`config.mk`:
```
export PLATFORM = sky130hd
export DESIGN_NAME = vreg_supervisor
export DESIGN_NICKNAME = d
export VERILOG_FILES = /design/src/rtl/vsup_pkg.sv /design/src/rtl/vsup_cmp_filter.sv /design/src/rtl/vsup_sequencer.sv /design/src/rtl/vsup_fault_latch.sv /design/src/rtl/vreg_supervisor.sv
export SDC_FILE = /design/constraint.sdc
export NUM_CORES = 1
export LEC_CHECK = 0
export CAP_MARGIN = 15
export CORE_MARGIN = 2
export CORE_UTILIZATION = 30
export CTS_CLUSTER_SIZE = 40
export DETAILED_ROUTE_END_ITERATION = 8
export PLACE_DENSITY = 0.47
export SYNTH_ARGS = -nofsm -noshare
export SYNTH_HDL_FRONTEND = slang
export SYNTH_HIERARCHICAL = 1
export SYNTH_SLANG_ARGS = --single-unit
```
`constraint.sdc`:
```
create_clock -name clk -period 7.4 [get_ports clk]
set_clock_uncertainty 0.2 [all_clocks]
set_input_delay 0.74 -clock clk [delete_from_list [all_inputs] [get_ports clk]]
set_output_delay 0.74 -clock clk [all_outputs]
set_load 0.01 [all_outputs]
```
`src/rtl/vsup_pkg.sv`:
```
package vsup_pkg;

  typedef enum logic [2:0] {
    ST_LOCKOUT,
    ST_PROG,
    ST_RAMP,
    ST_RUN,
    ST_HALT
  } seq_state_e;

  // Bit positions of the comparator flag vector
  localparam int FLG_OV     = 0;
  localparam int FLG_UV     = 1;
  localparam int FLG_WIN_HI = 2;
  localparam int FLG_WIN_LO = 3;
  localparam int FLG_HALF   = 4;
  localparam int NUM_FLG    = 5;

endpackage

```
`src/rtl/vsup_cmp_filter.sv`:
```
module vsup_cmp_filter #(
  parameter int N = 5
) (
  input  logic         clk,
  input  logic         rst_n,
  input  logic [N-1:0] raw,
  output logic [N-1:0] clean
);

  for (genvar g = 0; g < N; g++) begin : g_flag
    logic       s1_q, s2_q;
    logic [2:0] hist_q;
    logic       out_q, out_nxt;

    // Output follows only after three equal synchronized samples
    always_comb begin
      out_nxt = out_q;
      if (hist_q == 3'b111)      out_nxt = 1'b1;
      else if (hist_q == 3'b000) out_nxt = 1'b0;
    end

    always_ff @(posedge clk or negedge rst_n) begin
      if (!rst_n) begin
        s1_q   <= 1'b0;
        s2_q   <= 1'b0;
        hist_q <= 3'b000;
        out_q  <= 1'b0;
      end else begin
        s1_q   <= raw[g];
        s2_q   <= s1_q;
        hist_q <= {hist_q[1:0], s2_q};
        out_q  <= out_nxt;
      end
    end

    assign clean[g] = out_q;
  end

endmodule

```
`src/rtl/vsup_sequencer.sv`:
```
module vsup_sequencer
  import vsup_pkg::*;
#(
  parameter int PROG_TICKS = 500000,
  parameter int STEP_TICKS = 440,
  parameter int REF_W      = 10
) (
  input  logic             clk,
  input  logic             rst_n,
  input  logic             uvlo_ok,
  input  logic             halt_req,
  input  logic             hs_switched,
  output seq_state_e       state,
  output logic [REF_W-1:0] ref_code,
  output logic             ls_mask
);

  localparam int CNT_MAX = (PROG_TICKS > STEP_TICKS) ? PROG_TICKS : STEP_TICKS;
  localparam int CNT_W   = $clog2(CNT_MAX + 1);
  localparam logic [CNT_W-1:0] PROG_LAST = CNT_W'(PROG_TICKS - 1);
  localparam logic [CNT_W-1:0] STEP_LAST = CNT_W'(STEP_TICKS - 1);
  localparam logic [REF_W-1:0] REF_TOP   = '1;
  localparam logic [REF_W-1:0] REF_PRE   = REF_TOP - REF_W'(1);

  seq_state_e       st_q, st_nxt;
  logic [CNT_W-1:0] cnt_q, cnt_nxt;
  logic [REF_W-1:0] ref_q, ref_nxt;
  logic             hs_seen_q, hs_seen_nxt;
  logic             cnt_en, ref_en;

  always_comb begin
    st_nxt  = st_q;
    cnt_nxt = cnt_q;
    ref_nxt = ref_q;
    case (st_q)
      ST_LOCKOUT: begin
        cnt_nxt = '0;
        ref_nxt = '0;
        if (uvlo_ok) st_nxt = ST_PROG;
      end
      ST_PROG: begin
        if (cnt_q == PROG_LAST) begin
          cnt_nxt = '0;
          st_nxt  = ST_RAMP;
        end else begin
          cnt_nxt = cnt_q + CNT_W'(1);
        end
      end
      ST_RAMP: begin
        if (cnt_q == STEP_LAST) begin
          cnt_nxt = '0;
          ref_nxt = ref_q + REF_W'(1);
          if (ref_q == REF_PRE) st_nxt = ST_RUN;
        end else begin
          cnt_nxt = cnt_q + CNT_W'(1);
        end
      end
      ST_RUN:  ref_nxt = REF_TOP;
      ST_HALT: ref_nxt = '0;
      default: st_nxt = ST_LOCKOUT;
    endcase
    if (halt_req && (st_q != ST_LOCKOUT)) begin
      st_nxt  = ST_HALT;
      ref_nxt = '0;
    end
    if (!uvlo_ok) begin
      st_nxt  = ST_LOCKOUT;
      cnt_nxt = '0;
      ref_nxt = '0;
    end
  end

  // Low-side mask: armed in the ramp until the first high-side event
  always_comb begin
    hs_seen_nxt = 1'b0;
    if (st_q == ST_RAMP) hs_seen_nxt = hs_seen_q | hs_switched;
  end

  assign cnt_en = (st_q == ST_PROG) || (st_q == ST_RAMP) || (cnt_q != cnt_nxt);
  assign ref_en = (ref_q != ref_nxt);

  always_ff @(posedge clk or negedge rst_n) begin
    if (!rst_n) begin
      st_q      <= ST_LOCKOUT;
      cnt_q     <= '0;
      ref_q     <= '0;
      hs_seen_q <= 1'b0;
    end else begin
      st_q      <= st_nxt;
      hs_seen_q <= hs_seen_nxt;
      if (cnt_en) cnt_q <= cnt_nxt;
      if (ref_en) ref_q <= ref_nxt;
    end
  end

  assign state    = st_q;
  assign ref_code = ref_q;
  assign ls_mask  = (st_q == ST_RAMP) && !hs_seen_q;

endmodule

```
`src/rtl/vsup_fault_latch.sv`:
```
module vsup_fault_latch
  import vsup_pkg::*;
(
  input  logic       clk,
  input  logic       rst_n,
  input  logic       uvlo_ok,
  input  seq_state_e state,
  input  logic       f_ov,
  input  logic       f_uv,
  input  logic       oc_trip,
  output logic       uv_lat,
  output logic       ov_lat,
  output logic       oc_lat
);

  logic uv_q, ov_q, oc_q;
  logic uv_nxt, ov_nxt, oc_nxt;
  logic uv_arm, ov_arm, oc_arm;

  assign ov_arm = (state != ST_LOCKOUT);
  assign uv_arm = (state == ST_RUN);
  assign oc_arm = (state == ST_RAMP) || (state == ST_RUN);

  always_comb begin
    if (!uvlo_ok) begin
      uv_nxt = 1'b0;
      ov_nxt = 1'b0;
      oc_nxt = 1'b0;
    end else begin
      uv_nxt = uv_q | (uv_arm & f_uv);
      ov_nxt = ov_q | (ov_arm & f_ov);
      oc_nxt = oc_q | (oc_arm & oc_trip);
    end
  end

  always_ff @(posedge clk or negedge rst_n) begin
    if (!rst_n) begin
      uv_q <= 1'b0;
      ov_q <= 1'b0;
      oc_q <= 1'b0;
    end else begin
      uv_q <= uv_nxt;
      ov_q <= ov_nxt;
      oc_q <= oc_nxt;
    end
  end

  assign uv_lat = uv_q;
  assign ov_lat = ov_q;
  assign oc_lat = oc_q;

endmodule

```
`src/rtl/vreg_supervisor.sv`:
```
module vreg_supervisor
  import vsup_pkg::*;
#(
  parameter int PROG_TICKS = 500000,
  parameter int STEP_TICKS = 440,
  parameter int REF_W      = 10
) (
  input  logic             clk,
  input  logic             rst_n,
  input  logic             uvlo_ok,
  input  logic             oc_trip,
  input  logic             hs_switched,
  input  logic             cmp_ov,
  input  logic             cmp_uv,
  input  logic             cmp_win_hi,
  input  logic             cmp_win_lo,
  input  logic             cmp_half,
  output logic [REF_W-1:0] ref_code,
  output logic             ss_done,
  output logic             pgood,
  output logic             ls_mask,
  output logic             all_off,
  output logic             force_ls
);

  logic [NUM_FLG-1:0] raw_flg, flg;
  seq_state_e         state;
  logic               uv_lat, ov_lat, oc_lat;

  always_comb begin
    raw_flg             = '0;
    raw_flg[FLG_OV]     = cmp_ov;
    raw_flg[FLG_UV]     = cmp_uv;
    raw_flg[FLG_WIN_HI] = cmp_win_hi;
    raw_flg[FLG_WIN_LO] = cmp_win_lo;
    raw_flg[FLG_HALF]   = cmp_half;
  end

  vsup_cmp_filter #(.N(NUM_FLG)) u_filt (
    .clk   (clk),
    .rst_n (rst_n),
    .raw   (raw_flg),
    .clean (flg)
  );

  vsup_sequencer #(
    .PROG_TICKS (PROG_TICKS),
    .STEP_TICKS (STEP_TICKS),
    .REF_W      (REF_W)
  ) u_seq (
    .clk         (clk),
    .rst_n       (rst_n),
    .uvlo_ok     (uvlo_ok),
    .halt_req    (all_off),
    .hs_switched (hs_switched),
    .state       (state),
    .ref_code    (ref_code),
    .ls_mask     (ls_mask)
  );

  vsup_fault_latch u_flt (
    .clk     (clk),
    .rst_n   (rst_n),
    .uvlo_ok (uvlo_ok),
    .state   (state),
    .f_ov    (flg[FLG_OV]),
    .f_uv    (flg[FLG_UV]),
    .oc_trip (oc_trip),
    .uv_lat  (uv_lat),
    .ov_lat  (ov_lat),
    .oc_lat  (oc_lat)
  );

  assign all_off  = uv_lat | ov_lat | oc_lat;
  assign force_ls = ov_lat & flg[FLG_HALF];
  assign ss_done  = (state == ST_RUN);
  assign pgood    = ss_done & ~all_off & ~flg[FLG_WIN_HI] & ~flg[FLG_WIN_LO];

endmodule

```
==> results.sh, run 1 <==
export IMPL_status="completed"
export IMPL_cp_max_fo=25
export IMPL_synth_ff_type="dfrtp_1"
export IMPL_r2r_start="u_seq/state[0]"
export IMPL_final_cells=452
export IMPL_r2r_end="u_seq/cnt_q[9]"
export IMPL_p_sw_share_pct=25.1
export IMPL_powerDensity_nw_per_um2=218
export IMPL_worstPathArrival_ns=2.25
export IMPL_critPathKind="flop to output pin"
export IMPL_path_delay_family="flip-flops"
export IMPL_whs_ns=0.151
export IMPL_synth_edff_count=0
export IMPL_drv_slew=0
export IMPL_switching_power_mw=0.196
export IMPL_cts_resized=0
export IMPL_floorplan_initialDensity_pct=30.9
export IMPL_yosysWarningCount=6
export IMPL_dpl_cell_area_um2=3360
export IMPL_cts_path_max_buffers=2
export IMPL_r2r_setup_slack_ns=4.66
export IMPL_syn_nets=303
export IMPL_slowest_delay_ns=0.68
export IMPL_netlist_instances=290
export IMPL_synth_area_top_cells="dfrtp_1, xor2_1, nor2_1"
export IMPL_ys_ff_latch=66
export IMPL_post_cts_repair_setup_buffers=0
export IMPL_crit_top_cell="nor2_1"
export IMPL_diodes=0
export IMPL_cp_slowest_cell="dfrtp_1"
export IMPL_cts_max_level=3
export IMPL_routedWlPerCell_um=14.4
export IMPL_min_from="u_filt/g_flag[0].s2_q"
export IMPL_grt_max_degree=67
export IMPL_p_int_mw=0.587
export IMPL_pwr_share_clk_pct=43.8
export IMPL_cap_violations=0
export IMPL_synth_area_leader_cell="dfrtp_1"
export IMPL_hp_class="flop to flop"
export IMPL_multi_input_area_um2=1250
export IMPL_synth_async_reset_ratio_pct=100
export IMPL_ios=25
export IMPL_fp_coreArea_um2=9770
export IMPL_fmax_mhz=314
export IMPL_synth_seq_area_share_pct=54.6
export IMPL_yosysUniqueCellTypes=53
export IMPL_antenna_found_initial=0
export IMPL_viasPerCell=4.84
export IMPL_fillers=985
export IMPL_layout_setup_ws_ns=4.21
export IMPL_dp_hpwl_um=4210
export IMPL_postLayoutCoreUtil_pct=36.7
export IMPL_antenna_left=0
export IMPL_grt_pass1_wl_um=11100
export IMPL_fin_area_um2=3590
export IMPL_drive_gt1_share_pct=8.46
export IMPL_avgSynthCellArea_um2=10.4
export IMPL_nets=327
export IMPL_globalplace_congestion=0.760
export IMPL_numPortBuffers=24
export IMPL_dp_slack_ns=4.60
export IMPL_critPathRequiredTime_ns=6.46
export IMPL_drt_initial_drc_count=93
export IMPL_worstSetupStartpointType="flop"
export IMPL_cts_hold_fix_buffers=0
export IMPL_die_w_um=104
export IMPL_r2r_cells=5
export IMPL_leakage_nw=1.45
export IMPL_die_h_um=104
export IMPL_first_pass_iters=4
export IMPL_drc=0
export IMPL_irDropWorstVdd_uv=88.2
export IMPL_final_seq_area_um2=1650
export IMPL_synthToLayoutAreaGrowth_pct=18.8
export IMPL_die_area_um2=10900
export IMPL_min_period_over_period_pct=43.0
export IMPL_grt_pass1_vias=2195
export IMPL_yosys_area_top_type_share_pct=54.6
export IMPL_clkSinkCount=66
export IMPL_row_count=36
export IMPL_comb_power_share_pct=6.5
export IMPL_path_clk_slew_ns=0.08
export IMPL_clock_latency_ns=0.34
export IMPL_globalRouteTotalUtil_pct=12.8
export IMPL_dp_cells=436
export IMPL_setup_tns_ns=0
export IMPL_grt_ovfl_total=0
export IMPL_syn_area_um2=3020
export IMPL_vias=2187
export IMPL_cts_root_buf="clkbuf_8"
export IMPL_hold_end="u_filt/g_flag[0].hist_q[0]"
export IMPL_cts_tree="yes"
export IMPL_tightest_slew_ns=1.10
export IMPL_routed_wl_um=6490
export IMPL_setup_viol=0
export IMPL_hold_path_depth=0
export IMPL_cp_cell_sequence="nor2_1, nand2_1, nor2_1, clkdlybuf4s50_1"
export IMPL_maxSlewHeadroom_pct=25.9
export IMPL_path_buf_inv=1
export IMPL_power_mw=0.783
export IMPL_period_needed_ns=3.19
export IMPL_seqPwrFrac_pct=49.7
export IMPL_rsz0062_at_grt="no"
export IMPL_hold_viol=0
export IMPL_worstSetupEndpointType="output pin"
export IMPL_cts_made_buffers=9
-- layout by cell type, fill, tap and decap left out, drive strengths merged, types with 3 or more instances in the layout --
cell type	instances
dfrtp	66
nor2	31
nand2	24
clkdlybuf4s50	23
a21oi	18
o21ai	17
xor2	14
inv	11
clkbuf	9
nand3	8
nor4	8
nor3	8
nand4	8
and2	5
o31ai	5
a21o	4
mux2i	4
clkinv	4
and4	3
and3	3
a211oi	3
a311oi	3
xnor2	3
ha	3
nor4b	3
buf	3
a2111oi	3
-- state kept, by name, summed over array words and instances, names as in the netlist, 3 cells and up --
| register | cells |
|---|---|
| u_seq/cnt_q | 19 |
| u_filt/g_flag.hist_q | 15 |
| u_seq/ref_code | 10 |
| u_filt/g_flag.out_q | 5 |
| u_filt/g_flag.s1_q | 5 |
| u_filt/g_flag.s2_q | 5 |
| u_seq/state | 3 |
-- worst max-delay path by stage --
stage                     from              to  slack (ns)  cells after the start
2_1_floorplan  u_seq/cnt_q[14]  u_seq/cnt_q[0]        5.04                      6
3_3_place_gp    u_seq/state[1]           pgood        4.64                      3
3_5_place_dp    u_seq/state[1]           pgood        4.60                      3
4_1_cts         u_seq/state[1]           pgood        4.21                      3
5_1_grt         u_seq/state[0]         ls_mask        4.04                      4
6_report        u_seq/state[0]         ls_mask        4.21                      4
-- layer usage --
| layer | vias up | track usage, % | wire length (um) |
|---|---|---|---|
| li1 | 1079 | - | - |
| met1 | 1072 | 17.3 | 3170 |
| met2 | 29 | 19.7 | 3080 |
| met3 | 7 | 2.69 | 151 |
| met4 | 0 | 5.50 | 86 |
| met5 | - | 0 | 0 |
-- cells in the mapped netlist (all sizes together) (5+ instances only) --
| master | count |
|---|---|
| xor2 | 14 |
| clkbuf | 5 |
| nand3 | 8 |
| nor3 | 8 |
| and2 | 5 |
| nor2 | 31 |
| dfrtp | 66 |
| o21ai | 17 |
| a21oi | 18 |
| nand2 | 24 |
| inv | 10 |
| o31ai | 5 |
| nand4 | 8 |
| buf | 8 |
| nor4 | 8 |
-- cells by family (layout without fill, tap and decap cells) --
logic type / Yosys count / after routing / synth area share [%]
AND/OR/NAND/NOR: 115 / 115 / 21.2
flip-flops: 66 / 66 / 54.6
AO/OA/AOI/OAI: 61 / 61 / 12.8
buffers and inverters: 24 / 53 / 3.85
XOR/XNOR: 17 / 17 / 4.93
multiplexers: 4 / 4 / 1.32
adder cells (fa/ha/maj): 3 / 3 / 1.24
-- final cells by class --
type / count / share of cell area [%]
clock buffers: 9 / 3.45
clock inverters: 7 / 2.86
inverters: 11 / 1.15
multi-input cells: 200 / 34.9
flip-flops and latches: 66 / 46.0
well taps: 133 / 4.63
repair buffers: 26 / 6.97
-- power by group through the flow --
| stage | logic [mW] | registers (mW) | clock network [mW] |
|---|---|---|---|
| after CTS | 0.0516 | 0.389 | 0.356 |
| after global placement | 0.0507 | 0.395 | 0 |
| after global routing | 0.0579 | 0.392 | 0.374 |
| after detailed placement | 0.0515 | 0.396 | 0 |
| after floorplan | 0.0349 | 0.389 | 0 |
| final | 0.0509 | 0.389 | 0.343 |
Note: power is estimated with default switching activity, not from simulation.
==> inputs of run 2 (changes only) <==
Settings changed: PLACE_DENSITY 0.47 to 0.48.
Clock period 7.4 ns to 2.82 ns, I/O delays scaled along.
==> results.sh, run 2 (synthesized netlist as in run 1, its figures left out) <==
export IMPL_cap_violations=0
export IMPL_min_from="u_filt/g_flag[2].s1_q"
export IMPL_cts_root_buf="clkbuf_8"
export IMPL_grt_pass1_vias=2221
export IMPL_cts_hold_fix_buffers=1
export IMPL_leakage_nw=1.48
export IMPL_grt_ovfl_total=0
export IMPL_die_area_um2=10900
export IMPL_r2r_start="u_seq/cnt_q[14]"
export IMPL_antenna_found_initial=0
export IMPL_antenna_left=0
export IMPL_hp_class="flop to flop"
export IMPL_globalplace_congestion=0.814
export IMPL_hold_path_depth=0
export IMPL_first_pass_iters=4
export IMPL_cts_path_max_buffers=2
export IMPL_largest_reg_flops=19
export IMPL_floorplan_initialDensity_pct=30.9
export IMPL_clkSinkCount=66
export IMPL_dp_cells=443
export IMPL_layout_cells_most_common="dfrtp_1"
export IMPL_diodes=0
export IMPL_ios=25
export IMPL_routedWlPerCell_um=14.0
export IMPL_maxSlewHeadroom_pct=51.3
export IMPL_fp_coreArea_um2=9770
export IMPL_hold_viol=0
export IMPL_viasPerCell=4.94
export IMPL_vias=2273
export IMPL_final_cells=460
export IMPL_crit_start="u_seq/cnt_q[14]"
export IMPL_setup_viol=0
export IMPL_drc=0
export IMPL_cp_max_fo=11
export IMPL_clock_latency_ns=0.34
export IMPL_die_w_um=104
export IMPL_period_needed_ns=2.55
export IMPL_cts_tree="yes"
export IMPL_worstPathArrival_ns=2.58
export IMPL_critPathRequiredTime_ns=2.85
export IMPL_irDropWorstVdd_uv=222
export IMPL_grt_max_degree=37
export IMPL_drt_initial_drc_count=110
export IMPL_tightest_slew_ns=0.730
export IMPL_critPathKind="flop to flop"
export IMPL_die_h_um=104
export IMPL_drive_gt1_share_pct=10.4
export IMPL_most_common_layout_cells="dfrtp_1, nor2_1, nand2_1"
export IMPL_nets=335
export IMPL_cts_resized=0
export IMPL_cts_made_buffers=9
export IMPL_worstSetupStartpointType="flop"
export IMPL_grt_pass1_wl_um=11200
export IMPL_regMostFlops="u_seq/cnt_q"
export IMPL_fillers=1000
export IMPL_numPortBuffers=24
export IMPL_fmax_mhz=393
export IMPL_rsz0062_at_grt="no"
export IMPL_dp_hpwl_um=4320
export IMPL_r2r_cells=5
export IMPL_status="completed"
export IMPL_setup_tns_ns=0
export IMPL_drv_slew=0
export IMPL_synthToLayoutAreaGrowth_pct=20.5
export IMPL_post_cts_repair_setup_buffers=0
export IMPL_powerDensity_nw_per_um2=543
export IMPL_row_count=36
export IMPL_globalRouteTotalUtil_pct=12.9
export IMPL_routed_wl_um=6450
export IMPL_worstSetupEndpointType="flop"
export IMPL_min_period_over_period_pct=90.3
export IMPL_cts_max_level=3
export IMPL_path_clk_slew_ns=0.08
==> run 2: metrics by stage <==
| stage | total power [mW] | setup WS, ns | utilization [%] | cell area [um^2] | hold slack [ns] |
|---|---|---|---|---|---|
| global placement | 1.19 | 0.392 | 35.1 | 3430 | 0.133 |
| finish | 1.98 | 0.274 | 37.3 | 3640 | 0.145 |
| detailed placement | 1.19 | 0.316 | 35.1 | 3430 | 0.135 |
| CTS | 2.01 | 0.294 | 37.3 | 3640 | 0.146 |
| global route | 2.09 | 0.0933 | 37.3 | 3640 | 0.145 |
| floorplan | 1.11 | 0.461 | - | 3020 | -0.214 |
==> run 2: layer usage <==
metal	share of wire [%]	vias to the layer above	track usage (%)
met5	0	-	0
met4	2.4	0	7.24
met3	3.1	14	3.01
met2	46	38	19.4
met1	48	1126	17.1
li1	-	1095	-
==> run 2: final timing paths <==
path | end | slack (ns)
max | u_seq/cnt_q[0] | 0.27
min | u_filt/g_flag[2].s2_q | 0.15
max reg2reg | u_seq/cnt_q[0] | 0.27
min reg2reg | u_filt/g_flag[2].s2_q | 0.15
max in group asynchronous | u_seq/ref_code[4] | 1.44
min in group asynchronous | u_filt/g_flag[4].s1_q | 0.33
==> run 2: power by group <==
part	internal (mW)	switching [mW]	total, mW
Sequential	0.982	0.0326	1.01
Combinational	0.0656	0.0927	0.158
Clock	0.432	0.374	0.806
Total	1.48	0.499	1.98
==> run 2: cell type report <==
class                      count  area [um^2]  share of cell area [%]
clock buffer                  10          138                    3.78
tap                          133          166                    4.57
clock inverter                 6         66.3                    1.82
inverter                      11         41.3                    1.13
sequential                    66         1650                    45.3
multi-input combinational    200         1250                    34.4
timing repair buffer          34          325                    8.93
==> run 2: worst max-delay path, cell delays in order (launching register included) <==
cell and delay, ns:
dfrtp_1 0.45, or4b_1 0.59, or2_4 0.32, nor4_1 0.48, o22ai_1 0.17, a32o_1 0.23
==> inputs of run 3 (changes only) <==
Settings changed: CTS_CLUSTER_SIZE 40 to default, SETUP_SLACK_MARGIN from default to 0.5.
==> results.sh, run 3 (synthesized netlist as in run 1, its figures left out) <==
export IMPL_path_clk_slew_ns=0.08
export IMPL_grt_max_degree=67
export IMPL_setup_viol=0
export IMPL_rsz0062_at_grt="yes"
export IMPL_worstSetupEndpointType="flop"
export IMPL_min_from="u_filt/g_flag[3].s2_q"
export IMPL_crit_start="u_seq/cnt_q[14]"
export IMPL_clock_latency_ns=0.34
export IMPL_setup_tns_ns=0
export IMPL_worstPathArrival_ns=2.37
export IMPL_period_needed_ns=2.35
export IMPL_dp_cells=443
export IMPL_synthToLayoutAreaGrowth_pct=28.0
export IMPL_switching_power_mw=0.516
export IMPL_tightest_slew_ns=0.638
export IMPL_drive_gt1_share_pct=17.8
export IMPL_routedWlPerCell_um=14.1
export IMPL_grt_ovfl_total=0
export IMPL_row_count=36
export IMPL_viasPerCell=4.92
export IMPL_maxSlewHeadroom_pct=57.5
export IMPL_dpl_cell_area_um2=3440
export IMPL_drt_initial_drc_count=89
export IMPL_leakage_nw=1.62
export IMPL_largest_reg_flops=19
export IMPL_fin_area_um2=3870
export IMPL_r2r_end="u_seq/ref_code[0]"
export IMPL_grt_pass1_vias=2338
export IMPL_cts_max_level=3
export IMPL_whs_ns=0.143
export IMPL_p_int_mw=1.58
export IMPL_layout_cells_most_common="dfrtp_1"
export IMPL_hold_viol=0
export IMPL_fmax_mhz=426
export IMPL_r2r_cells=6
export IMPL_clkSinkCount=66
export IMPL_seqPwrFrac_pct=48.2
export IMPL_dp_slack_ns=0.344
export IMPL_hp_class="flop to flop"
export IMPL_critPathRequiredTime_ns=2.85
export IMPL_die_area_um2=10900
export IMPL_drc=0
export IMPL_routed_wl_um=6620
export IMPL_cts_root_buf="clkbuf_8"
export IMPL_fillers=973
export IMPL_hold_end="u_filt/g_flag[3].hist_q[0]"
export IMPL_vias=2314
export IMPL_irDropWorstVdd_uv=275
export IMPL_critPathKind="flop to flop"
export IMPL_fp_coreArea_um2=9770
export IMPL_diodes=0
export IMPL_die_h_um=104
export IMPL_die_w_um=104
export IMPL_globalRouteTotalUtil_pct=13.0
export IMPL_r2r_start="u_seq/cnt_q[14]"
export IMPL_p_sw_share_pct=24.7
export IMPL_postLayoutCoreUtil_pct=39.6
export IMPL_antenna_left=0
export IMPL_grt_pass1_wl_um=11500
export IMPL_regMostFlops="u_seq/cnt_q"
export IMPL_dp_hpwl_um=4250
export IMPL_cts_path_max_buffers=2
export IMPL_most_common_layout_cells="dfrtp_1, nor2_1, nand2_1"
export IMPL_comb_power_share_pct=8.5
export IMPL_power_mw=2.09
export IMPL_cts_made_buffers=9
export IMPL_globalplace_congestion=0.812
export IMPL_final_cells=470
export IMPL_pwr_share_clk_pct=43.3
export IMPL_powerDensity_nw_per_um2=541
export IMPL_drv_slew=0
export IMPL_nets=345
export IMPL_cap_violations=0
export IMPL_first_pass_iters=4
export IMPL_r2r_setup_slack_ns=0.47
export IMPL_floorplan_initialDensity_pct=30.9
export IMPL_layout_setup_ws_ns=0.473
export IMPL_cp_max_fo=5
export IMPL_min_period_over_period_pct=83.2
export IMPL_status="completed"
export IMPL_worstSetupStartpointType="flop"
export IMPL_hold_path_depth=0
export IMPL_numPortBuffers=24
export IMPL_antenna_found_initial=0
export IMPL_cts_tree="yes"
export IMPL_ios=25
-- run 3: worst max-delay path by stage --
stage	depth (start not counted)	to
finish	6	u_seq/ref_code[0]
detailed placement	5	u_seq/ref_code[2]
global placement	5	u_seq/ref_code[2]
global route	6	u_seq/ref_code[8]
floorplan	6	u_seq/cnt_q[0]
CTS	3	pgood
-- run 3: power groups by stage --
stage	clock network [mW]	registers [mW]	logic, mW
floorplan	0	1.02	0.0915
global placement	0	1.02	0.166
detailed placement	0	1.02	0.167
CTS	0.933	1.01	0.169
global route	0.988	1.01	0.197
finish	0.905	1.01	0.177
-- run 3: area by class of cell --
| class | instances | area [um^2] | area share [%] |
|---|---|---|---|
| clock buffer | 10 | 138 | 3.56 |
| clock inverter | 6 | 88.8 | 2.30 |
| inverter | 11 | 41.3 | 1.07 |
| multi-input combinational | 200 | 1360 | 35.2 |
| sequential | 66 | 1650 | 42.8 |
| tap | 133 | 166 | 4.30 |
| timing repair buffer | 44 | 419 | 10.8 |
-- run 3: layer usage --
| layer | up-vias | track usage (%) | wire, um |
|---|---|---|---|
| met5 | - | 0 | 0 |
| met4 | 0 | 4.63 | 102 |
| met3 | 8 | 3.45 | 179 |
| met2 | 27 | 20.9 | 3100 |
| met1 | 1160 | 17.0 | 3240 |
| li1 | 1119 | - | - |
-- run 3: worst max-delay path: stages, from the launching register on --
cell and delay, ns:
dfrtp_2 0.41, or4b_4 0.52, or2_4 0.26, buf_12 0.14, nor2_2 0.22, mux2i_1 0.11
a2111oi_1 0.38
-- run 3: what timing repair did --
action / in CTS / in global routing
setup endpoints to repair: 9 / 20
gates resized for setup: 10 / 15
hold buffers: 1 / 0
setup buffers: 9 / 1
cloned: 0 / 0
endpoints found under the hold margin: 66 / 0
pin swaps: 5 / 15
